## src/rtl/alc_pkg.sv

```systemverilog
package alc_pkg;

  typedef enum logic [1:0] {
    STEP_HOLD  = 2'd0,
    STEP_BOOST = 2'd1,  // one step more gain (index down)
    STEP_ATTN  = 2'd2   // one step more attenuation (index up)
  } step_e;

  function automatic step_e pick_step(input logic lo_seen, input logic hi_seen);
    if (hi_seen)      return STEP_ATTN;
    else if (!lo_seen) return STEP_BOOST;
    else              return STEP_HOLD;
  endfunction

endpackage

```

## src/rtl/alc_sync.sv

```systemverilog
module alc_sync #(
  parameter int STAGES = 2,
  parameter int W      = 2
) (
  input  logic         clk,
  input  logic         rst,
  input  logic [W-1:0] d_i,
  output logic [W-1:0] q_o
);

  logic [W-1:0] stage_q [STAGES];

  generate
    for (genvar s = 0; s < STAGES; s++) begin : g_stage
      if (s == 0) begin : g_first
        always_ff @(posedge clk) begin
          if (rst) stage_q[0] <= '0;
          else     stage_q[0] <= d_i;
        end
      end else begin : g_next
        always_ff @(posedge clk) begin
          if (rst) stage_q[s] <= '0;
          else     stage_q[s] <= stage_q[s-1];
        end
      end
    end
  endgenerate

  assign q_o = stage_q[STAGES-1];

endmodule

```

## src/rtl/alc_period_timer.sv

```systemverilog
module alc_period_timer #(
  parameter int CLK_PER_PERIOD = 1536,
  parameter int BLANK_CLKS     = 384
) (
  input  logic clk,
  input  logic rst,
  output logic detect_o,
  output logic period_end_o
);

  localparam int CNT_W = (CLK_PER_PERIOD > 1) ? $clog2(CLK_PER_PERIOD) : 1;
  localparam logic [CNT_W-1:0] LAST_CNT  = CNT_W'(CLK_PER_PERIOD - 1);
  localparam logic [CNT_W-1:0] OPEN_CNT  = CNT_W'(BLANK_CLKS);

  logic [CNT_W-1:0] cnt_q;

  always_ff @(posedge clk) begin
    if (rst)                   cnt_q <= '0;
    else if (cnt_q == LAST_CNT) cnt_q <= '0;
    else                       cnt_q <= cnt_q + 1'b1;
  end

  assign detect_o     = (cnt_q >= OPEN_CNT);
  assign period_end_o = (cnt_q == LAST_CNT);

  AST_CNT_RANGE: assert property (@(posedge clk) disable iff (rst)
    cnt_q <= LAST_CNT);

  AST_WRAP_AFTER_END: assert property (@(posedge clk) disable iff (rst)
    period_end_o |=> (cnt_q == '0));

endmodule

```

## src/rtl/alc_peak_tracker.sv

```systemverilog
module alc_peak_tracker (
  input  logic clk,
  input  logic rst,
  input  logic detect_i,
  input  logic period_end_i,
  input  logic lo_sync_i,
  input  logic hi_sync_i,
  output logic lo_any_o,
  output logic hi_any_o
);

  logic lo_seen_q, hi_seen_q;

  always_ff @(posedge clk) begin
    if (rst || period_end_i) begin
      lo_seen_q <= 1'b0;
      hi_seen_q <= 1'b0;
    end else if (detect_i) begin
      lo_seen_q <= lo_seen_q | lo_sync_i;
      hi_seen_q <= hi_seen_q | hi_sync_i;
    end
  end

  // Include the level present on the final counted clock.
  assign lo_any_o = lo_seen_q | (detect_i & lo_sync_i);
  assign hi_any_o = hi_seen_q | (detect_i & hi_sync_i);

  AST_BLANK_CLEAR: assert property (@(posedge clk) disable iff (rst)
    !detect_i |-> (!lo_seen_q && !hi_seen_q));

  AST_STICKY_HOLD: assert property (@(posedge clk) disable iff (rst)
    (hi_seen_q && !period_end_i) |=> hi_seen_q);

  AST_CLEAR_AT_END: assert property (@(posedge clk) disable iff (rst)
    period_end_i |=> (!lo_seen_q && !hi_seen_q));

endmodule

```

## src/rtl/alc_step_reg.sv

```systemverilog
module alc_step_reg
  import alc_pkg::*;
#(
  parameter int GAIN_W = 5
) (
  input  logic              clk,
  input  logic              rst,
  input  logic              period_end_i,
  input  logic              lo_any_i,
  input  logic              hi_any_i,
  output logic [GAIN_W-1:0] gain_o,
  output logic              upd_o
);

  localparam logic [GAIN_W-1:0] GAIN_MAX = {GAIN_W{1'b1}};

  step_e             step;
  logic [GAIN_W-1:0] gain_q, gain_nxt;
  logic              upd_q;

  always_comb begin
    step = pick_step(lo_any_i, hi_any_i);
    unique case (step)
      STEP_ATTN:  gain_nxt = (gain_q == GAIN_MAX) ? gain_q : gain_q + 1'b1;
      STEP_BOOST: gain_nxt = (gain_q == '0)       ? gain_q : gain_q - 1'b1;
      default:    gain_nxt = gain_q;
    endcase
  end

  always_ff @(posedge clk) begin
    if (rst) begin
      gain_q <= '0;
      upd_q  <= 1'b0;
    end else begin
      upd_q <= period_end_i;
      if (period_end_i) gain_q <= gain_nxt;
    end
  end

  assign gain_o = gain_q;
  assign upd_o  = upd_q;

  AST_CHANGE_ON_UPD: assert property (@(posedge clk) disable iff (rst)
    !upd_q |-> (gain_q == $past(gain_q)));

  AST_ONE_STEP: assert property (@(posedge clk) disable iff (rst)
    upd_q |-> ((gain_q == $past(gain_q)) ||
               (gain_q == $past(gain_q) + 1'b1) ||
               (gain_q == $past(gain_q) - 1'b1)));

  AST_NO_WRAP_TOP: assert property (@(posedge clk) disable iff (rst)
    (gain_q == GAIN_MAX) |=> (gain_q != '0));

  AST_NO_WRAP_BOT: assert property (@(posedge clk) disable iff (rst)
    (gain_q == '0) |=> (gain_q != GAIN_MAX));

  AST_HI_ATTN: assert property (@(posedge clk) disable iff (rst)
    (period_end_i && hi_any_i && gain_q != GAIN_MAX) |=> (gain_q == $past(gain_q) + 1'b1));

endmodule

```

## src/rtl/alc_stepper.sv

```systemverilog
module alc_stepper #(
  parameter int CLK_PER_PERIOD = 1536,
  parameter int BLANK_CLKS     = 384,
  parameter int GAIN_W         = 5,
  parameter int SYNC_STAGES    = 2
) (
  input  logic              clk,
  input  logic              rst,
  input  logic              above_low_i,
  input  logic              above_high_i,
  output logic [GAIN_W-1:0] gain_idx_o,
  output logic              gain_upd_o
);

  logic [1:0] cmp_sync;
  logic       detect, period_end;
  logic       lo_any, hi_any;

  alc_sync #(.STAGES(SYNC_STAGES), .W(2)) u_sync (
    .clk (clk),
    .rst (rst),
    .d_i ({above_high_i, above_low_i}),
    .q_o (cmp_sync)
  );

  alc_period_timer #(.CLK_PER_PERIOD(CLK_PER_PERIOD), .BLANK_CLKS(BLANK_CLKS)) u_timer (
    .clk          (clk),
    .rst          (rst),
    .detect_o     (detect),
    .period_end_o (period_end)
  );

  alc_peak_tracker u_track (
    .clk          (clk),
    .rst          (rst),
    .detect_i     (detect),
    .period_end_i (period_end),
    .lo_sync_i    (cmp_sync[0]),
    .hi_sync_i    (cmp_sync[1]),
    .lo_any_o     (lo_any),
    .hi_any_o     (hi_any)
  );

  alc_step_reg #(.GAIN_W(GAIN_W)) u_step (
    .clk          (clk),
    .rst          (rst),
    .period_end_i (period_end),
    .lo_any_i     (lo_any),
    .hi_any_i     (hi_any),
    .gain_o       (gain_idx_o),
    .upd_o        (gain_upd_o)
  );

  AST_UPD_AT_START: assert property (@(posedge clk) disable iff (rst)
    gain_upd_o |-> !detect);

  AST_UPD_SINGLE: assert property (@(posedge clk) disable iff (rst)
    gain_upd_o |=> !gain_upd_o);

endmodule

```

## config.mk

```make
export PLATFORM = sky130hd
export DESIGN_NAME = alc_stepper
export DESIGN_NICKNAME = d
export VERILOG_FILES = /design/src/rtl/alc_pkg.sv /design/src/rtl/alc_sync.sv /design/src/rtl/alc_period_timer.sv /design/src/rtl/alc_peak_tracker.sv /design/src/rtl/alc_step_reg.sv /design/src/rtl/alc_stepper.sv
export SDC_FILE = /design/constraint.sdc
export NUM_CORES = 1
export LEC_CHECK = 0
export ABC_AREA = 1
export BUFFER_PORTS_ARGS = -buffer_cell sky130_fd_sc_hd__buf_2
export CELL_PAD_IN_SITES_DETAIL_PLACEMENT = 1
export CELL_PAD_IN_SITES_GLOBAL_PLACEMENT = 2
export CORE_AREA = 2 2 65 61
export DETAILED_ROUTE_END_ITERATION = 10
export DIE_AREA = 0 0 67 63
export PLACE_DENSITY_LB_ADDON = 0.1
export SYNTH_ARGS = -nofsm -noshare
export SYNTH_HDL_FRONTEND = slang
export SYNTH_HIERARCHICAL = 1
export SYNTH_SLANG_ARGS = --single-unit
```

## constraint.sdc

```tcl
create_clock -name clk -period 4.1 [get_ports clk]
set_input_delay 0.205 -clock clk [delete_from_list [all_inputs] [get_ports clk]]
set_output_delay 0.205 -clock clk [all_outputs]
set_load 0.02 [all_outputs]
```

### Word level (Yosys, flattened, before mapping)

Memory sizes are Yosys's and may differ from the RTL's.
Index checks and enable logic that the tools add are counted.
W data, S select, Z words.

* output and inout port bits: 6
* logic and storage cells: 39
* register bits after elaboration: 19
* RAM bits: 4
* memories kept: 1
* input bits: 4

* equal/unequal tests: 6
* reductions and logical operators: 5
* bitwise gates (word level): 8
* magnitude comparators: 1
* muxes and demuxes: 10
* $add $sub $neg: 3

Memories
* u_sync.stage_q: depth 2, width 2, read ports 2, clocked after Yosys merged registers in 0, write ports 2, RTL line alc_sync.sv:11 `logic [W-1:0] stage_q [STAGES];`

Operators by type and width (count)
* $add A11 B1 Y11 const B: 1
* $eq A11 B11 Y1 const B: 1
* $ge A11 B9 Y1 const B: 1
* $mux W5: 2
* $pmux W5 S2: 1
* $mux W2: 3
* $or A1 B1 Y1: 6
* $add A5 B1 Y5 const B: 1
* $eq A5 B5 Y1 const B: 1
* $logic_not A5 Y1: 1
* $sub A5 B1 Y5 const B: 1
* $mux W1: 4
* $ne A2 B2 Y1 const B: 2
* $reduce_and A4 Y1: 1
* $and A1 B1 Y1: 2
* $eq A2 B1 Y1 const B: 1
* $eq A2 B2 Y1 const B: 1
* $reduce_bool A2 Y1: 1
* $reduce_or A2 Y1: 1
* $logic_or A1 B1 Y1: 1

### Logic depth before layout (Yosys ltp)

* word-level depth: 8
* gate-level depth with buffers: 16
* gate-level depth less buffers: 16

### By module

Netlist, hierarchy kept.

By module, submodules not included
* alc_period_timer: area an instance 539.3 µm², cells each 70, times used 1, seq. area each 220.2 µm²
* alc_step_reg: area an instance 462.9 µm², cells each 76, times used 1, seq. area each 120.1 µm²
* alc_sync: area an instance 110.1 µm², cells each 12, times used 1, seq. area each 80.1 µm²
* alc_peak_tracker: area an instance 93.8 µm², cells each 13, times used 1, seq. area each 40.0 µm²

### Least setup slack after synthesis

Ideal clock, no wire load.

* kind: register to register
* start point: reg u_timer.cnt_q[7]
* end point: reg u_step.gain_q[4] (netlist: u_step/gain_o[4])
* clock period less this slack: 1.726 ns
* path slack: 2.374 ns
* arrival: 1.618 ns
* stages on the path, launching flop included: 17
* library setup time: 0.109 ns
* path through: dfxtp_1 > nand2_1 > nand3_1 > nand2_1 > nand2_2 > nor2_4 > nand2_2 > and2_4 > ha_1 > inv_1 > nand2_2 > inv_1 > o21ai_1 > nand2_1 > nand3_1 > nand2_1 > inv_1

* cells in the longest elaborated chain, start to end: 8
* elaborated cells on any way between the ends: 15

Ends and longest elaborated chain
* start, declared: RTL line alc_period_timer.sv:15 `logic [CNT_W-1:0] cnt_q;`
* start signal, assigned: RTL line alc_period_timer.sv:20 `else cnt_q <= cnt_q + 1'b1;`
* $ge A11 B9 Y1 (*): RTL line alc_period_timer.sv:23 `assign detect_o = (cnt_q >= OPEN_CNT);`
* net detect: RTL line alc_stepper.sv:16 `logic detect, period_end;`
* $and A1 B1 Y1 (*): RTL line alc_peak_tracker.sv:25 `assign lo_any_o = lo_seen_q | (detect_i & lo_sync_i);`
* $or A1 B1 Y1 (*): RTL line alc_peak_tracker.sv:25
* net lo_any: RTL line alc_stepper.sv:17 `logic lo_any, hi_any;`
* $mux W1 (*): RTL line alc_pkg.sv:11 `else if (!lo_seen) return STEP_BOOST;`
* $mux W2 (*): RTL line alc_pkg.sv:10 `if (hi_seen) return STEP_ATTN;`
* $eq A2 B1 Y1 / $eq A2 B2 Y1 (equally long branches): RTL line alc_step_reg.sv:23 `unique case (step)`
* $ne A2 B2 Y1 (no source line) / $reduce_bool A2 Y1 (equally long branches)
* $reduce_and A4 Y1 (no source line)
* end signal, assigned: RTL line alc_step_reg.sv:36 `if (period_end_i) gain_q <= gain_nxt;`
* end, declared: RTL line alc_step_reg.sv:18 `logic [GAIN_W-1:0] gain_q, gain_nxt;`

The timed path passes the listed nets; every way through them passes the cells marked *.
A chain may end at the register's enable or synchronous reset.

### Worst setup path after layout

* start point: reg u_timer.cnt_q[8]
* end point: reg u_step.gain_q[2] (netlist: u_step/gain_o[2])

* elaborated cells on any way between the ends: 15

RTL lines
* $ge A11 B9 Y1 (*): RTL line alc_period_timer.sv:23
* net detect: RTL line alc_stepper.sv:16
* $and A1 B1 Y1 (*): RTL line alc_peak_tracker.sv:26 `assign hi_any_o = hi_seen_q | (detect_i & hi_sync_i);`
* $or A1 B1 Y1 (*): RTL line alc_peak_tracker.sv:26
* net hi_any: RTL line alc_stepper.sv:17
* $mux W2 (*): RTL line alc_pkg.sv:10
* $eq A2 B1 Y1 / $eq A2 B2 Y1 (equally long branches): RTL line alc_step_reg.sv:23
* $ne A2 B2 Y1 (no source line) / $reduce_bool A2 Y1 (equally long branches)
* $reduce_and A4 Y1 (no source line)

Marked as above.

==> impl_metrics.toml <==
[outcome]
status = "finished clean"

[cells_and_area]
drive_gt1_frac = 0.186
utilization = 0.376
area_growth_pct = 11.4
antennaDiodeCount = 0
final_common_cell = "nand2_1"
n_fill_cell = 478
final_nets = 192
final_cell_mix = "nand2_1, inv_1, dfxtp_1, nor2_1, nand3_1"

[setup_path]
worstSetupStartpointType = "register"
path_class = "register to register"
cp_num_buf_inv = 1
crit_family = "simple AND/OR/NAND/NOR gates"
crit_slowest_cell = "dfxtp_1"
crit_arrival_ps = 2190
cpPeakStageDelay_ps = 370
worstPathCellList = "nand2_1 -> nand3_1 -> nand2_1 -> nand2_2 -> nor2_4 -> nand2_2 -> and2_4 -> ha_1 -> inv_1 -> nand2_2 -> xnor2_1 -> nand2_1 -> a21oi_1"
critPathCaptureType = "register"
cp_max_fo = 8
cp_data_required_time_ps = 4300

[synthesis]
synth.net_count = 179
netlist_instances = 171
yosysUniqueCellTypes = 20
netlist_area_um2 = 1210
synth_seq_area_share = 0.382
synth_top_area_share = 0.382
synth_seq_cells = 23
ys_top_cells_by_area = "dfxtp_1, nand2_1, inv_1"
synth_top_cell_by_area = "dfxtp_1"
yosys_warnings = 6
avgSynthCellArea_um2 = 7.05

[floorplanning]
rows = 21
fp.dieW_um = 67
start_util = 0.338
die_h_um = 63
dieArea_um2 = 4220
io_pins = 10
coreArea_um2 = 3570

[global_route]
grt_pass1_wl_mm = 4.88
antenna_found_initial = 0
grt-ovfl-total = 0
groute.layer.met2.usage = 0.225
grt_max_degree = 14
busiest_layer = "met2"
grt.total_usage = 0.150
grt.met3_usage = 0.0378
use_met1 = 0.212
grt_pass1_vias = 1061

[clock_network]
clk_path_buf_depth = 2
postCtsSetupBuffers = 0
cts_tree = "done"
insertion_delay_ps = 260
path_clk_slew_ps = 80
post_cts_resize_count = 0
root_buffer = "clkbuf_8"
cts_num_sinks = 23
cts_inserted_buffers = 3
cts_hold_buffers = 0
htree_levels = 1

[timing]
slew_viol_final = 0
tns_ps = 0
period_share = 0.485
fin_crit_ps = 1990
fin_skew_ps = 1.26
setup_violations = 0
postLayoutSetupSlackWorst_ps = 2110
final_hold_viol_count = 0
rsz0062_at_grt = "no"
clock.fmax_ghz = 0.503
worst_slew_pin_slew_ps = 298
slew_headroom = 0.801

[pwr]
ir_worst_vdd_mv = 0.241
power_density_nw_per_um2 = 283
leakage_nw = 0.608

[routing]
via_per_inst = 4.49
antenna_left = 0
dr.first_iter.drc_count = 35
wire_per_inst_um = 12.0
drt-total-wl_mm = 2.75
vias = 1029
drc = 0
first_pass_iters = 4

[placed_design]
gp_congestion = 0.794
io_buffers = 9
pre_cts_ws_ps = 2120
dpl.hpwl_mm = 2.21

[hold_path]
min_path_type = "input pin to register"

[run]
cap_violations = 0
-- stage by stage --
step,std cells,instance area [um^2],hold slack (ps),total power [mW]
5_1_grt,229,1340,161,0.402
2_1_floorplan,171,1210,274,0.244
4_1_cts,229,1340,134,0.391
3_5_place_dp,225,1300,405,0.250
6_report,229,1340,144,0.381
3_3_place_gp,225,1300,392,0.248
-- power by group --
group | switching (mW) | internal (mW) | total [mW]
registers | 0.00329 | 0.227 | 0.231
logic | 0.00836 | 0.00489 | 0.0133
clock network | 0.0692 | 0.0677 | 0.137
total | 0.0808 | 0.300 | 0.381
-- final timing paths --
| path | start | endpoint | slack [ps] | cells after the start |
|---|---|---|---|---|
| hold / removal | above_high_i | u_sync/stage_q[0][1] | 140 | 3 |
| setup reg to reg | u_timer/cnt_q[8] | u_step/gain_o[2] | 2110 | 13 |
| setup / recovery | u_timer/cnt_q[8] | u_step/gain_o[2] | 2110 | 13 |
| hold reg to reg | u_sync/stage_q[0][0] | u_sync/stage_q[1][0] | 410 | 2 |
-- final cells by class --
class	instances	area [um^2]	area share
clock inverters	1	5.00	0.00372
well taps	46	57.6	0.0428
clock buffers	3	41.3	0.0307
multi-input cells	112	603	0.449
repair buffers	9	45.0	0.0335
flip-flops and latches	23	460	0.343
inverters	35	131	0.0978
-- synthesized netlist by cell type --
cell and count:
nand3_2 3, nor2_1 17, nand3b_1 1, ha_1 4, nor2_4 3, nor2_2 2, o21ai_0 3, o21ai_1 2
nand2_1 38, nand4_1 2, buf_6 1, nand2_2 8, dfxtp_1 23, a21oi_1 10, xnor2_1 4, inv_1 31
and2_4 1, nand3_1 11, inv_2 4, xor2_1 3
-- registers in the layout, indices dropped and copies added, names as in the netlist --
register / cells
u_timer/cnt_q: 11
u_step/gain_o: 5
u_sync/stage_q: 4
u_step/upd_o: 1
u_track/hi_seen_q: 1
u_track/lo_seen_q: 1
-- cell families (layout without fill, tap and decap cells) --
| logic type | after synthesis | in the layout | synth area share |
|---|---|---|---|
| AO/OA/AOI/OAI | 15 | 15 | 0.0622 |
| XOR/XNOR | 7 | 7 | 0.0508 |
| adder cells (fa/ha/maj) | 4 | 4 | 0.0415 |
| buffers and inverters | 36 | 48 | 0.118 |
| flip-flops | 23 | 23 | 0.382 |
| AND/OR/NAND/NOR | 86 | 86 | 0.345 |
-- worst reg2reg max path: cells and delay by family, from the launching register on --
family | cells | cell delay (ps)
AOI/OAI and AO/OA | 1 | 120
xor gates and xnor gates | 1 | 170
adders and majority gates | 1 | 170
buffers and inverters | 1 | 60
DFF | 1 | 370
and+or+nand+nor | 9 | 1040
-- metal layers --
metal / part of all wire / wire length [um] / vias up
met1: 0.52 / 1440 / 482
met3: 0.018 / 49 / 2
met4: 0.0058 / 16 / 0
met5: 0 / 0 / -
met2: 0.45 / 1240 / 8
li1: - / - / 537
No activity file was read; power rests on OpenSTA's default activity.
